===== config.mk =====
export PLATFORM = sky130hd
export DESIGN_NAME = cfghold_regbank
export DESIGN_NICKNAME = d
export VERILOG_FILES = /design/src/rtl/cfghold_pkg.sv /design/src/rtl/cfghold_mode_latch.sv /design/src/rtl/cfghold_ctl.sv /design/src/rtl/cfghold_portfile.sv /design/src/rtl/cfghold_regbank.sv
export SDC_FILE = /design/constraint.sdc
export NUM_CORES = 1
export LEC_CHECK = 0
export ABC_AREA = 1
export BUFFER_PORTS_ARGS = -buffer_cell sky130_fd_sc_hd__buf_2
export CAP_MARGIN = 20
export CORE_ASPECT_RATIO = 1.25
export CORE_MARGIN = 2
export CORE_UTILIZATION = 42
export CTS_CLUSTER_DIAMETER = 100
export DETAILED_ROUTE_END_ITERATION = 10
export GPL_TIMING_DRIVEN = 0
export PLACE_DENSITY_LB_ADDON = 0.08
export SETUP_SLACK_MARGIN = 0.2
export SYNTH_ARGS = -nofsm -noshare
export SYNTH_HDL_FRONTEND = slang
export SYNTH_HIERARCHICAL = 1
export SYNTH_SLANG_ARGS = --single-unit

===== constraint.sdc =====
create_clock -name clk -period 1.65 [get_ports clk]
set_input_delay 0.0825 -clock clk [delete_from_list [all_inputs] [get_ports clk]]
set_output_delay 0.0825 -clock clk [all_outputs]
set_load 0.02 [all_outputs]

===== src/rtl/cfghold_pkg.sv =====
// Package: shared widths and the default-value rule for the configuration-hold register bank.
// Assumes byte-wide data and addresses throughout.
package cfghold_pkg;
    localparam int unsigned DW = 8;
    localparam int unsigned AW = 8;

    typedef logic [DW-1:0] cfg_byte_t;
    typedef logic [AW-1:0] cfg_addr_t;

    // Default of port register idx: base plus idx steps, wrapped to a byte.
    function automatic cfg_byte_t port_default(input int idx, input cfg_byte_t base, input cfg_byte_t step);
        return cfg_byte_t'(int'(base) + idx * int'(step));
    endfunction
endpackage


===== src/rtl/cfghold_mode_latch.sv =====
// Module: captures the mode-select pin while the global reset is low and holds it afterwards.
// Assumes rst_n is synchronous to clk; the last value seen during reset is kept.
module cfghold_mode_latch (
    input  logic clk,
    input  logic rst_n,
    input  logic mode_pin,
    output logic mode_q
);
    // Track the pin during reset, freeze once reset is released.
    always_ff @(posedge clk) begin
        if (!rst_n) begin
            mode_q <= mode_pin;
        end
    end
endmodule


===== src/rtl/cfghold_ctl.sv =====
// Module: control register holding the configuration-active latch and the soft-reset pulse.
// Assumes the clear and soft-reset requests are already qualified by the write decode.
// A soft reset request sets srst_q for one cycle; that cycle reloads defaults and sets the latch.
module cfghold_ctl (
    input  logic clk,
    input  logic rst_n,
    input  logic mode_pin,
    input  logic mode_q,
    input  logic clr_req,
    input  logic srst_req,
    output logic cfg_active,
    output logic srst_q
);
    // Latch and soft-reset pulse; reload has priority over any write in the same cycle.
    always_ff @(posedge clk) begin
        if (!rst_n) begin
            cfg_active <= !mode_pin;
            srst_q     <= 1'b0;
        end else if (srst_q) begin
            cfg_active <= 1'b1;
            srst_q     <= 1'b0;
        end else if (!mode_q) begin
            if (clr_req) begin
                cfg_active <= 1'b0;
            end
            if (srst_req) begin
                srst_q <= 1'b1;
            end
        end
    end
endmodule


===== src/rtl/cfghold_portfile.sv =====
// Module: bank of read/write port-configuration registers at consecutive addresses.
// Assumes wr_ok already folds in the mode gating; reload restores each register's default.
module cfghold_portfile
    import cfghold_pkg::*;
#(
    parameter int        NUM_REGS  = 4,
    parameter cfg_addr_t BASE_ADDR = 8'hF0,
    parameter cfg_byte_t DEF_BASE  = 8'hA1,
    parameter cfg_byte_t DEF_STEP  = 8'h11
) (
    input  logic                     clk,
    input  logic                     rst_n,
    input  logic                     reload,
    input  logic                     wr_ok,
    input  cfg_addr_t                addr,
    input  cfg_byte_t                wdata,
    output cfg_byte_t [NUM_REGS-1:0] regs
);
    for (genvar g = 0; g < NUM_REGS; g++) begin : g_reg
        localparam cfg_addr_t MY_ADDR = cfg_addr_t'(int'(BASE_ADDR) + g);
        localparam cfg_byte_t MY_DEF  = port_default(g, DEF_BASE, DEF_STEP);

        // One register: default on global or soft reset, else load on an addressed write.
        always_ff @(posedge clk) begin
            if (!rst_n || reload) begin
                regs[g] <= MY_DEF;
            end else if (wr_ok && addr == MY_ADDR) begin
                regs[g] <= wdata;
            end
        end
    end
endmodule


===== src/rtl/cfghold_regbank.sv =====
// Module: top of the configuration-hold register bank.
// Decodes the byte-wide register port, gates writes by the captured mode, muxes reads and
// holds the upstream connect off while configuration-active is set.
// Assumes a single-cycle write strobe and a combinational read of the current address.
module cfghold_regbank
    import cfghold_pkg::*;
#(
    parameter int        NUM_PORT_REGS = 4,
    parameter cfg_addr_t PORT_BASE     = 8'hF0,
    parameter cfg_addr_t CTL_ADDR      = 8'hF8,
    parameter cfg_byte_t DEF_BASE      = 8'hA1,
    parameter cfg_byte_t DEF_STEP      = 8'h11,
    parameter int        CFG_BIT       = 0,
    parameter int        SRST_BIT      = 3
) (
    input  logic       clk,
    input  logic       rst_n,
    input  logic       mode_pin,
    input  logic       wr_en,
    input  logic [7:0] addr,
    input  logic [7:0] wdata,
    output logic [7:0] rdata,
    output logic       up_connect_en
);
    logic      mode_q;
    logic      cfg_active;
    logic      srst_q;
    logic      wr_ctl;
    cfg_byte_t [NUM_PORT_REGS-1:0] port_regs;

    assign wr_ctl = wr_en && (addr == CTL_ADDR);

    cfghold_mode_latch u_mode (
        .clk      (clk),
        .rst_n    (rst_n),
        .mode_pin (mode_pin),
        .mode_q   (mode_q)
    );

    cfghold_ctl u_ctl (
        .clk        (clk),
        .rst_n      (rst_n),
        .mode_pin   (mode_pin),
        .mode_q     (mode_q),
        .clr_req    (wr_ctl && wdata[CFG_BIT]),
        .srst_req   (wr_ctl && wdata[SRST_BIT]),
        .cfg_active (cfg_active),
        .srst_q     (srst_q)
    );

    cfghold_portfile #(
        .NUM_REGS  (NUM_PORT_REGS),
        .BASE_ADDR (PORT_BASE),
        .DEF_BASE  (DEF_BASE),
        .DEF_STEP  (DEF_STEP)
    ) u_ports (
        .clk    (clk),
        .rst_n  (rst_n),
        .reload (srst_q),
        .wr_ok  (wr_en && !mode_q),
        .addr   (addr),
        .wdata  (wdata),
        .regs   (port_regs)
    );

    // Read mux: control register shows only the latch; unmapped addresses read zero.
    always_comb begin
        rdata = '0;
        if (addr == CTL_ADDR) begin
            rdata[CFG_BIT] = cfg_active;
        end
        for (int i = 0; i < NUM_PORT_REGS; i++) begin
            if (addr == cfg_addr_t'(int'(PORT_BASE) + i)) begin
                rdata = port_regs[i];
            end
        end
    end

    assign up_connect_en = !cfg_active;
endmodule


==> key figures, run 1 <==
Synth
  • Main combinational cell family by area after synthesis: simple AND/OR/NAND/NOR gates
  • Syn. warnings: 6
  • Mux contribution to synthesized area: 0%
  • Simple-gate share of the synthesized area: 53.1%
  • Ys async rst share: 0%
  • Synth Instances: 281
  • Syn_area_per_cell: 7.08 um^2
  • Synth Area in XOR/XNOR: 0%
  • Post-synthesis net count: 301
  • Main synth FF type: dfxtp_1
  • Number of synthesized flops with an enable pin: 2
  • Post-synth cell types: 19
  • Compound-Gate Fraction of Synth Area: 0.252%
  • Sequential area share after synthesis: 36.2%
  • FF+latch count, synth: 35
  • Post-Synthesis Cell Area: 1990 um^2
  • Adder-cell share of the synthesized area: 0%

Place
  • Setup WS pre-CTS: 0.228 ns
  • Post-detail-place hpwl: 4.16 mm
  • IO Port Bufs: 28
  • GPL Wtd Cong: 0.831

Critical path
  • Maximum fanout along the worst path: 10
  • Critical Path RT: 1.84 ns
  • CP peak stage delay: 0.43 ns
  • Reg2Reg Setup Slack: 0.33 ns
  • WP buf/inv: 1
  • CP Launch Point: u_mode/mode_q
  • CP Launch Type: flip-flop
  • R2r endpoint: u_ports/regs[20]
  • Setup crit end kind: flip-flop
  • Critical Path AT: 1.51 ns
  • WP depth: 7
  • RR Startpoint: u_mode/mode_q
  • Critical path's top delay family: simple AND/OR/NAND/NOR gates
  • R2R depth: 7
  • Worst setup path category: flip-flop to flip-flop
  • Slowest cell on crit path: edfxtp_1
  • Crit-path cells: nor2_4, nand2_1, nor2_4, buf_6, nand4_1, nand2_1, nor2_1

Timing
  • Relative slew margins: 71.5%
  • Total negative setup slack: 0 ns
  • Min Clock Period, post-route: 1.32 ns
  • Worst-Margin Slew: 0.428 ns
  • Fin. max-slew vios: 0
  • Setup ws final: 0.331 ns
  • Layout Skew: 0.00385 ns
  • Final setup vio count: 0
  • Final worst path period share: 79.9%
  • Fmax: 0.758 GHz
  • Final hold vios: 0
  • RSZ-0062 raised after global routing: true

Die
  • Core Region: 4660 um^2
  • Die area: 5310 um^2
  • Die Height: 80.9 um
  • # IOs: 29
  • Row Count: 28
  • Starting density of the core: 42.7%
  • Die Width: 65.6 um

Power and ir drop
  • Net Sw Frac: 27.5%
  • Combinational fraction of design power: 12.0%
  • Sequential share of power: 51.3%
  • Sw power: 0.000461 W
  • P_int: 0.00122 W
  • Power per cell area: 721 nW/um^2
  • Clock share of power: 36.7%
  • Worst vdd ir: 0.455 mV
  • P_leak: 1.05 nW

Route
  • WL met3: 404 um
  • Total wire length: 5.68 mm
  • DR top layer: met4
  • # DRC: 0
  • WL met2: 2.82 mm
  • Via Count: 2002
  • 1st-iter DRT viols: 140
  • DR vias/cell: 5.30
  • TritonRoute pass-1 iters: 4
  • DR WL/cell: 15.0 um
  • Routed Antenna Nets: 0
  • Met1 wire length: 2.36 mm

Global route
  • First-pass GRT wire length: 9.47 mm
  • Global route overflow: 0
  • Initial antenna violation count: 0
  • Largest net degree at the start of global routing: 11
  • Number of global-route vias before repair: 1931
  • GRT Resource Usage Total: 24.1%

Clock tree
  • Root buf cell: clkbuf_8
  • Maximum clock path buffer count: 2
  • # clock sinks: 35
  • Clk_lat worst skew: 0.29 ns
  • Clk pin slew, worst setup/hold paths: 0.07 ns
  • CTS HTree Levels: 2
  • Postcts setup bufs: 0
  • CTS tree: done
  • CTS buffer count: 5

Layout
  • Post-layout nets: 337
  • Final core occ: 49.9%
  • Layout cell share with drive strength beyond 1: 24.8%
  • Most frequent cells in the layout: nand2_1, nand3_1, nor2_1, dfxtp_1, nand4_1
  • Number of fill cells in the layout: 513
  • Antenna fix cells: 0
  • Commonest non-fill, non-tap cell in the layout: nand2_1
  • Area delta synth->final: 16.9%

Run
  • Maximum Capacitance Violations: 0

Min path
  • Hold depth: 3
  • Min-delay src: wdata[5]
  • Min-delay worst type: input pin to flip-flop
  • Hold EP: u_ports/regs[5]

Outcome
  • Status: finished, final reports clean
-- worst reg2reg max path: stages (launching register included) --
cell      delay (ns)
edfxtp_1        0.43
nor2_4          0.13
nand2_1         0.12
nor2_4          0.18
buf_6           0.17
nand4_1         0.08
nand2_1         0.07
nor2_1          0.04
-- through the flow --
step                area (um^2)  instances  total power (W)  hold slack, ns
floorplan                  1990        281          0.00100           0.181
global placement           2200        369          0.00107           0.275
detailed placement         2200        369          0.00107           0.276
CTS                        2300        378          0.00169          0.0262
global route               2330        378          0.00174          0.0408
finish                     2330        378          0.00168          0.0276
-- registers in the layout (all words and copies together) (netlist names) --
| register | count |
|---|---|
| u_ctl/cfg_active | 1 |
| u_mode/mode_q | 1 |
| u_ctl/srst_q | 1 |
| u_ports/regs | 32 |
-- synthesized netlist by cell type, types with 3 or more instances --
cell     instances  area (um^2)
nand2_1         54          203
nand3_1         52          260
nor2_1          43          161
dfxtp_1         33          661
nand4_1         32          200
inv_1           21         78.8
nor2_4          10          113
nand2_2          8         50.1
buf_6            6         67.6
inv_2            5         18.8
buf_2            3         15.0
buf_4            3         22.5
-- cell families (layout without fill, tap and decap cells) --
group	after synthesis	in the layout
compound gates	1	1
flops	35	35
buf+inv	39	76
simple gates	206	206
-- area by class of cell --
type	count	area, um^2	area share, %
buffer	13	114	4.90
timing repair buffer	29	150	6.46
multi-input combinational	207	1090	46.7
inverter	26	97.6	4.20
tap	60	75.1	3.23
clock inverter	1	5.00	0.215
clock buffer	7	76.3	3.28
sequential	35	721	31.0
-- how the worst max path moves through the flow --
stage                       end  slack, ns
4_1_cts        u_ports/regs[20]       0.21
5_1_grt        u_ports/regs[10]       0.19
2_1_floorplan  u_ports/regs[20]       0.42
3_5_place_dp    u_ports/regs[8]       0.23
3_3_place_gp   u_ports/regs[20]       0.23
6_report       u_ports/regs[20]       0.33
-- repair_timing --
action	4_1_cts	5_1_grt
gates resized for setup	0	9
endpoints found under the hold margin	1	0
hold buffers	1	0
endpoints found under the setup margin	0	30
-- power groups by stage --
stage / sequential, W / clock, W / combinational (W)
6_report: 0.000861 / 0.000616 / 0.000201
4_1_cts: 0.000859 / 0.000630 / 0.000197
5_1_grt: 0.000861 / 0.000656 / 0.000222
2_1_floorplan: 0.000879 / 0 / 0.000122
3_5_place_dp: 0.000879 / 0 / 0.000195
3_3_place_gp: 0.000879 / 0 / 0.000192
-- routing by layer --
layer | GRT usage [%] | up-vias
met5 | 0 | -
met4 | 10.6 | 0
met3 | 3.74 | 9
met2 | 41.3 | 76
met1 | 29.7 | 912
li1 | - | 1005
Power figures use the tool's default switching activity.
==> run 2: changes to the inputs <==
- ABC_AREA: 1 -> 0
- clock period: 1.65 -> 1.3 ns (I/O delays scaled with it)
==> run 2 against run 1 <==
The flow now finishes with violations (setup timing). Sequential power rose by 27%. Register-to-register slack got worse by 0.52 ns. Sequential share of layout area grew 1.2 points. Final area decreased by 1.9%. Wire length shrank 25%. Via count shrank 29%. Combinational power increased by 10%. Non-clock buffer count up 8. Critical path type unchanged.
==> key figures, run 2 <==
Outcome
  • Status: finished, violations left
  • Violated checks: setup timing

Min path
  • Min-delay worst type: input pin to flip-flop

Global route
  • First-pass GRT wire length: 6.73 mm (-29%)
  • GRT Resource Usage Total: 20.3% (-3.8 points)
  • Largest net degree at the start of global routing: 11 (unchanged)
  • Number of global-route vias before repair: 1435 (-26%)
  • Initial antenna violation count: 0 (unchanged)
  • Global route overflow: 0 (unchanged)

Route
  • Via Count: 1420 (-29%)
  • DR WL/cell: 15.5 um (+3.2%)
  • # DRC: 0 (unchanged)
  • Total wire length: 4.26 mm (-25%)
  • TritonRoute pass-1 iters: 4 (unchanged)
  • 1st-iter DRT viols: 35 (-75%)
  • Routed Antenna Nets: 0 (unchanged)
  • DR vias/cell: 5.16 (-2.5%)

Critical path
  • Setup crit end kind: flip-flop
  • Worst setup path category: flip-flop to flip-flop
  • Critical Path RT: 1.47 ns (-0.37 ns)
  • CP Launch Type: flip-flop
  • CP peak stage delay: 0.42 ns (about the same)
  • Maximum fanout along the worst path: 8 (-2)
  • Slowest cell on crit path: edfxtp_1
  • Critical path's top delay family: simple AND/OR/NAND/NOR gates
  • Crit-path cells: nor2b_1, nor3b_4, buf_4, nand4b_1, buf_6, mux2i_1
  • WP buf/inv: 2 (+1)
  • Critical Path AT: 1.65 ns (+0.14 ns)

Layout
  • Antenna fix cells: 0 (unchanged)
  • Number of fill cells in the layout: 389 (-24%)
  • Layout cell share with drive strength beyond 1: 40.2% (+15 points)
  • Commonest non-fill, non-tap cell in the layout: mux2i_1
  • Design Area, Final: 2280 um^2 (-1.9%)
  • Final core occ: 56.6% (+6.7 points)
  • Post-layout nets: 238 (-29%)
  • Area delta synth->final: 31.4%
  • Max reg flops: 32 (unchanged)
  • Largest reg by FF count: u_ports/regs
  • Most frequent cells in the layout: mux2i_1, nand2_1, nor2_1, buf_2, dfxtp_1
  • Post-Layout Cell Count: 275 (-27%)

Timing
  • Final worst path period share: 114% (+35 points)
  • Worst-Margin Slew: 0.292 ns (-0.136 ns)
  • Fin. max-slew vios: 0 (unchanged)
  • Layout Skew: 0.00802 ns (+0.00417 ns)
  • Setup ws final: -0.188 ns (-0.519 ns)
  • Final setup vio count: 40 (+40)
  • Fmax: 0.672 GHz (-11%)
  • RSZ-0062 raised after global routing: true
  • Final hold vios: 0 (unchanged)
  • Relative slew margins: 80.5% (+9.1 points)
  • Min Clock Period, post-route: 1.49 ns (+0.169 ns)

Synth
  • Yosys top cell area share: 38.0% (+4.8 points)
  • Syn_area_per_cell: 10.2 um^2 (+43%)
  • Post-synth cell types: 32 (+13)
  • Synth Instances: 171 (-39%)
  • Post-synthesis net count: 191 (-37%)
  • Post-Synthesis Cell Area: 1740 um^2 (-13%)
  • Synth area leader: dfxtp_1
  • Syn. warnings: 6 (unchanged)
  • Top cells by count, synth: dfxtp_1, mux2i_1, nand2_1
  • Main synth FF type: dfxtp_1
  • Sequential area share after synthesis: 41.5% (+5.3 points)
  • FF+latch count, synth: 35 (unchanged)
  • Synth top area cells: dfxtp_1, mux2i_1, mux4_2
  • Most numerous cell in the Yosys netlist: dfxtp_1
  • Ys async rst share: 0% (unchanged)
  • Number of synthesized flops with an enable pin: 2 (unchanged)

Power and ir drop
  • Worst vdd ir: 0.763 mV (+68%)
  • Power per cell area: 948 nW/um^2 (+31%)
  • P_leak: 1.02 nW (-3.8%)

Die
  • Die Height: 75.9 um (-6.2%)
  • Row Count: 26 (-7.1%)
  • Starting density of the core: 43.1% (+0.36 points)
  • Die Width: 61.5 um (-6.2%)
  • # IOs: 29 (unchanged)
  • Core Region: 4030 um^2 (-13%)
  • Die area: 4670 um^2 (-12%)

Place
  • Placed Cells: 255 (-31%)
  • Post-detail-place hpwl: 3.00 mm (-28%)
  • IO Port Bufs: 28 (unchanged)
  • Area after DPL: 1960 um^2 (-11%)
  • GPL Wtd Cong: 0.716 (-14%)

Clock tree
  • Maximum clock path buffer count: 2 (unchanged)
  • Clk_lat worst skew: 0.28 ns (about the same)
  • CTS HTree Levels: 2 (unchanged)
  • Clk pin slew, worst setup/hold paths: 0.07 ns (about the same)
  • # clock sinks: 35 (unchanged)
  • Root buf cell: clkbuf_8
  • CTS tree: done
  • CTS buffer count: 5 (unchanged)

Run
  • Maximum Capacitance Violations: 0 (unchanged)
[run 2: cell count changes after synthesis, moves of 4 or more]
cell / previous run / this run
buf_6: 6 / 2
nor2_4: 10 / 0
mux2i_1: 0 / 32
nand2_2: 8 / 0
inv_2: 5 / 0
mux4_2: 0 / 6
nor2_1: 43 / 24
inv_1: 21 / 4
nand3_1: 52 / 0
nand2_1: 54 / 27
and2_1: 0 / 9
nand4_1: 32 / 1
[run 2: area by class of cell]
class | count | area (um^2) | area share, %
Multi-Input combinational cell | 122 | 981 | 43.0
Sequential cell | 35 | 734 | 32.2
Timing Repair Buffer | 40 | 295 | 12.9
Clock buffer | 8 | 100 | 4.39
Buffer | 10 | 86.3 | 3.78
Tap cell | 56 | 70.1 | 3.07
Inverter | 4 | 15.0 | 0.658
[run 2: final timing paths]
| path | start | endpoint | slack [ns] | cells past startpoint |
|---|---|---|---|---|
| worst min register to register | u_ports/regs[21] | u_ports/regs[21] | 0.46 | 2 |
| worst min-delay path | wdata[6] | u_ports/regs[22] | 0.07 | 3 |
| worst max register to register | u_mode/mode_q | u_ports/regs[8] | -0.19 | 6 |
| worst max-delay path | u_mode/mode_q | u_ports/regs[8] | -0.19 | 6 |
[run 2: power by group]
group	internal (W)	switching [W]
logic	0.000103	0.000119
clock network	0.000483	0.000366
registers	0.00109	0.00000378
total	0.00167	0.000488
[run 2: worst min-delay path: cells and delay by family]
kind	cells	cell delay, ns
muxes	1	0.11
and+or+nand+nor	1	0.05
buffers and inverters	1	0.09
[run 2: per-layer routing]
metal / global-route usage [%] / wire length [um] / vias to the layer above
met2: 36.1 / 2300 / 29
met5: 0 / 0 / -
met4: 8.51 / 53 / 0
met1: 22.4 / 1760 / 701
met3: 5.09 / 153 / 5
li1: - / - / 685
[run 2: cell families after synthesis]
group                  after synthesis  share of synthesized area (%)
DFF                                 35                           41.5
buffers and inverters               14                           4.39
AOI/OAI and AO/OA                    5                           1.58
and+or+nand+nor                     78                           24.8
muxes                               39                           27.7
[run 2: through the flow]
stage          hold slack (ns)  total power, W  setup slack (ns)  TNS, ns
4_1_cts                 0.0578         0.00216            -0.182    -5.97
2_1_floorplan            0.164         0.00122           -0.0190   -0.151
3_5_place_dp             0.259         0.00129            -0.277    -6.05
6_report                0.0674         0.00216            -0.188    -5.72
5_1_grt                 0.0723         0.00225            -0.257    -8.11
3_3_place_gp             0.257         0.00129            -0.277    -5.15
[run 2: timing repair]
item / CTS / global route
pin swaps: 11 / 9
hold buffers: 1 / 0
endpoints found under the setup margin: 41 / 41
resized for setup: 33 / 21
hold endpoints to repair: 1 / 0
buffers inserted: 4 / 7
==> run 3: changes to the inputs <==
- CELL_PAD_IN_SITES_DETAIL_PLACEMENT: not set -> 0
- CELL_PAD_IN_SITES_GLOBAL_PLACEMENT: not set -> 1
==> run 3 against run 2 <==
The flow still finishes with violations (setup timing). Sequential power is essentially flat. Clock skew fell by 0.0012 ns. Die area stayed put. Total power down 6.2%. Clock power is 12% lower. Largest cell class unchanged.
==> key figures, run 3 (synthesis gave the netlist of run 2 again) <==
Outcome
  • Status: finished, violations left
  • Violated checks: setup timing

Timing
  • Final hold vios: 0 (unchanged)
  • Fmax: 0.674 GHz (+0.33%)
  • Min Clock Period, post-route: 1.48 ns (-0.00486 ns)
  • Final setup vio count: 40 (unchanged)
  • Total negative setup slack: -5.67 ns (+0.0476 ns)
  • Setup ws final: -0.183 ns (+0.00486 ns)
  • Final worst path period share: 114% (-0.37 points)
  • Layout Skew: 0.00678 ns (-0.00124 ns)
  • Fin. max-slew vios: 0 (unchanged)
  • Relative slew margins: 67.1% (-13 points)
  • Worst-Margin Slew: 0.493 ns (+0.201 ns)
  • RSZ-0062 raised after global routing: true
  • Hold WS: 0.0482 ns (-0.0192 ns)

Clock tree
  • CTS HTree Levels: 2 (unchanged)
  • Clk pin slew, worst setup/hold paths: 0.07 ns (about the same)
  • Maximum clock path buffer count: 2 (unchanged)
  • # clock sinks: 35 (unchanged)
  • Root buf cell: clkbuf_8
  • CTS tree: done
  • Clk_lat worst skew: 0.29 ns (about the same)
  • CTS buffer count: 5 (unchanged)

Die
  • Starting density of the core: 43.1% (unchanged)
  • Core Region: 4030 um^2 (unchanged)
  • Die area: 4670 um^2 (unchanged)
  • Die Height: 75.9 um (unchanged)
  • Die Width: 61.5 um (unchanged)
  • # IOs: 29 (unchanged)
  • Row Count: 26 (unchanged)

Critical path
  • Setup crit end kind: flip-flop
  • Critical Path RT: 1.46 ns (about the same)
  • Critical Path AT: 1.65 ns (about the same)
  • CP peak stage delay: 0.40 ns (-0.02 ns)
  • Maximum fanout along the worst path: 8 (unchanged)
  • Slowest cell on crit path: edfxtp_1
  • Worst setup path category: flip-flop to flip-flop
  • Reg2Reg Setup Slack: -0.18 ns (about the same)
  • CP Launch Type: flip-flop
  • Crit-path cells: nor2b_1, nor3b_4, buf_4, nand4_4, mux2i_1

Place
  • IO Port Bufs: 28 (unchanged)
  • Setup WS pre-CTS: -0.286 ns (-0.00969 ns)
  • GPL Wtd Cong: 0.710 (-0.87%)
  • Area after DPL: 1960 um^2 (unchanged)
  • Post-detail-place hpwl: 2.91 mm (-3.0%)

Layout
  • Largest reg by FF count: u_ports/regs
  • Number of fill cells in the layout: 405 (+4.1%)
  • Commonest non-fill, non-tap cell in the layout: mux2i_1
  • Design Area, Final: 2200 um^2 (-3.5%)
  • Post-layout nets: 235 (-1.3%)
  • Layout cell share with drive strength beyond 1: 35.6% (-4.5 points)
  • Antenna fix cells: 0 (unchanged)
  • Max reg flops: 32 (unchanged)
  • Most frequent cells in the layout: mux2i_1, nand2_1, dfxtp_1, nor2_1, buf_2
  • Area delta synth->final: 26.9%

Global route
  • Initial antenna violation count: 0 (unchanged)
  • Global route overflow: 0 (unchanged)
  • Largest net degree at the start of global routing: 11 (unchanged)
  • First-pass GRT wire length: 6.46 mm (-4.1%)
  • GRT Resource Usage Total: 19.7% (-0.51 points)
  • Number of global-route vias before repair: 1372 (-4.4%)

Route
  • Total wire length: 4.27 mm (about the same)
  • TritonRoute pass-1 iters: 4 (unchanged)
  • DR vias/cell: 5.14 (-0.39%)
  • # DRC: 0 (unchanged)
  • DR WL/cell: 15.7 um (+1.2%)
  • Routed Antenna Nets: 0 (unchanged)
  • Via Count: 1399 (-1.5%)
  • 1st-iter DRT viols: 49 (+40%)

Power and ir drop
  • Power, Total: 0.00203 W (-6.2%)
  • Worst vdd ir: 0.508 mV (-33%)
  • Power per cell area: 921 nW/um^2 (-2.8%)
  • P_leak: 0.970 nW (-4.5%)

Min path
  • Min-delay worst type: input pin to flip-flop

Run
  • Maximum Capacitance Violations: 0 (unchanged)
-- run 3: final timing paths --
path,end,startpoint,depth (start not counted)
worst min-delay path,u_ports/regs[26],wdata[2],3
worst max register to register,u_ports/regs[31],u_mode/mode_q,5
worst max-delay path,u_ports/regs[31],u_mode/mode_q,5
worst min register to register,u_ports/regs[18],u_ports/regs[18],2
-- run 3: per-stage QoR --
stage / std cells / utilization [%]
2_1_floorplan: 171 / -
3_3_place_gp: 255 / 48.5
3_5_place_dp: 255 / 48.5
4_1_cts: 271 / 54.1
5_1_grt: 272 / 54.6
6_report: 272 / 54.6
-- run 3: final cells by class --
class / instances / area (um^2) / area share (%)
clock buffers: 6 / 72.6 / 3.29
repair buffers: 37 / 269 / 12.2
clock inverters: 2 / 7.51 / 0.341
multi-input cells: 122 / 962 / 43.7
inverters: 4 / 15.0 / 0.681
well taps: 56 / 70.1 / 3.18
flip-flops and latches: 35 / 729 / 33.1
plain buffers: 10 / 77.6 / 3.52
-- run 3: timing repair --
item / CTS / global route
hold buffers: 1 / 0
hold endpoints to repair: 1 / 0
endpoints found under the setup margin: 41 / 41
buffers inserted: 7 / 1
gates resized for setup: 29 / 8
pin swaps: 10 / 1
-- run 3: critical path, delay by kind of cell (launching register included) --
| kind | cells | cell delay (ns) |
|---|---|---|
| buffers and inverters | 1 | 0.16 |
| flip-flops | 1 | 0.40 |
| multiplexers | 1 | 0.19 |
| AND/OR/NAND/NOR | 3 | 0.61 |
-- run 3: where the power goes --
part           total (W)  switching [W]  internal [W]
clock network   0.000744       0.000379      0.000365
registers        0.00109     0.00000309       0.00109
logic           0.000194       0.000111     0.0000834
-- run 3: per-layer routing --
layer  routed length (um)  vias to the layer above  share of wire (%)  track usage, %
met3                  193                        6                4.5            4.24
li1                     -                      675                  -               -
met1                 1850                      679                 43            23.8
met4                   60                        0                1.4            7.57
met2                 2160                       39                 51            33.9
met5                    0                        -                  0               0
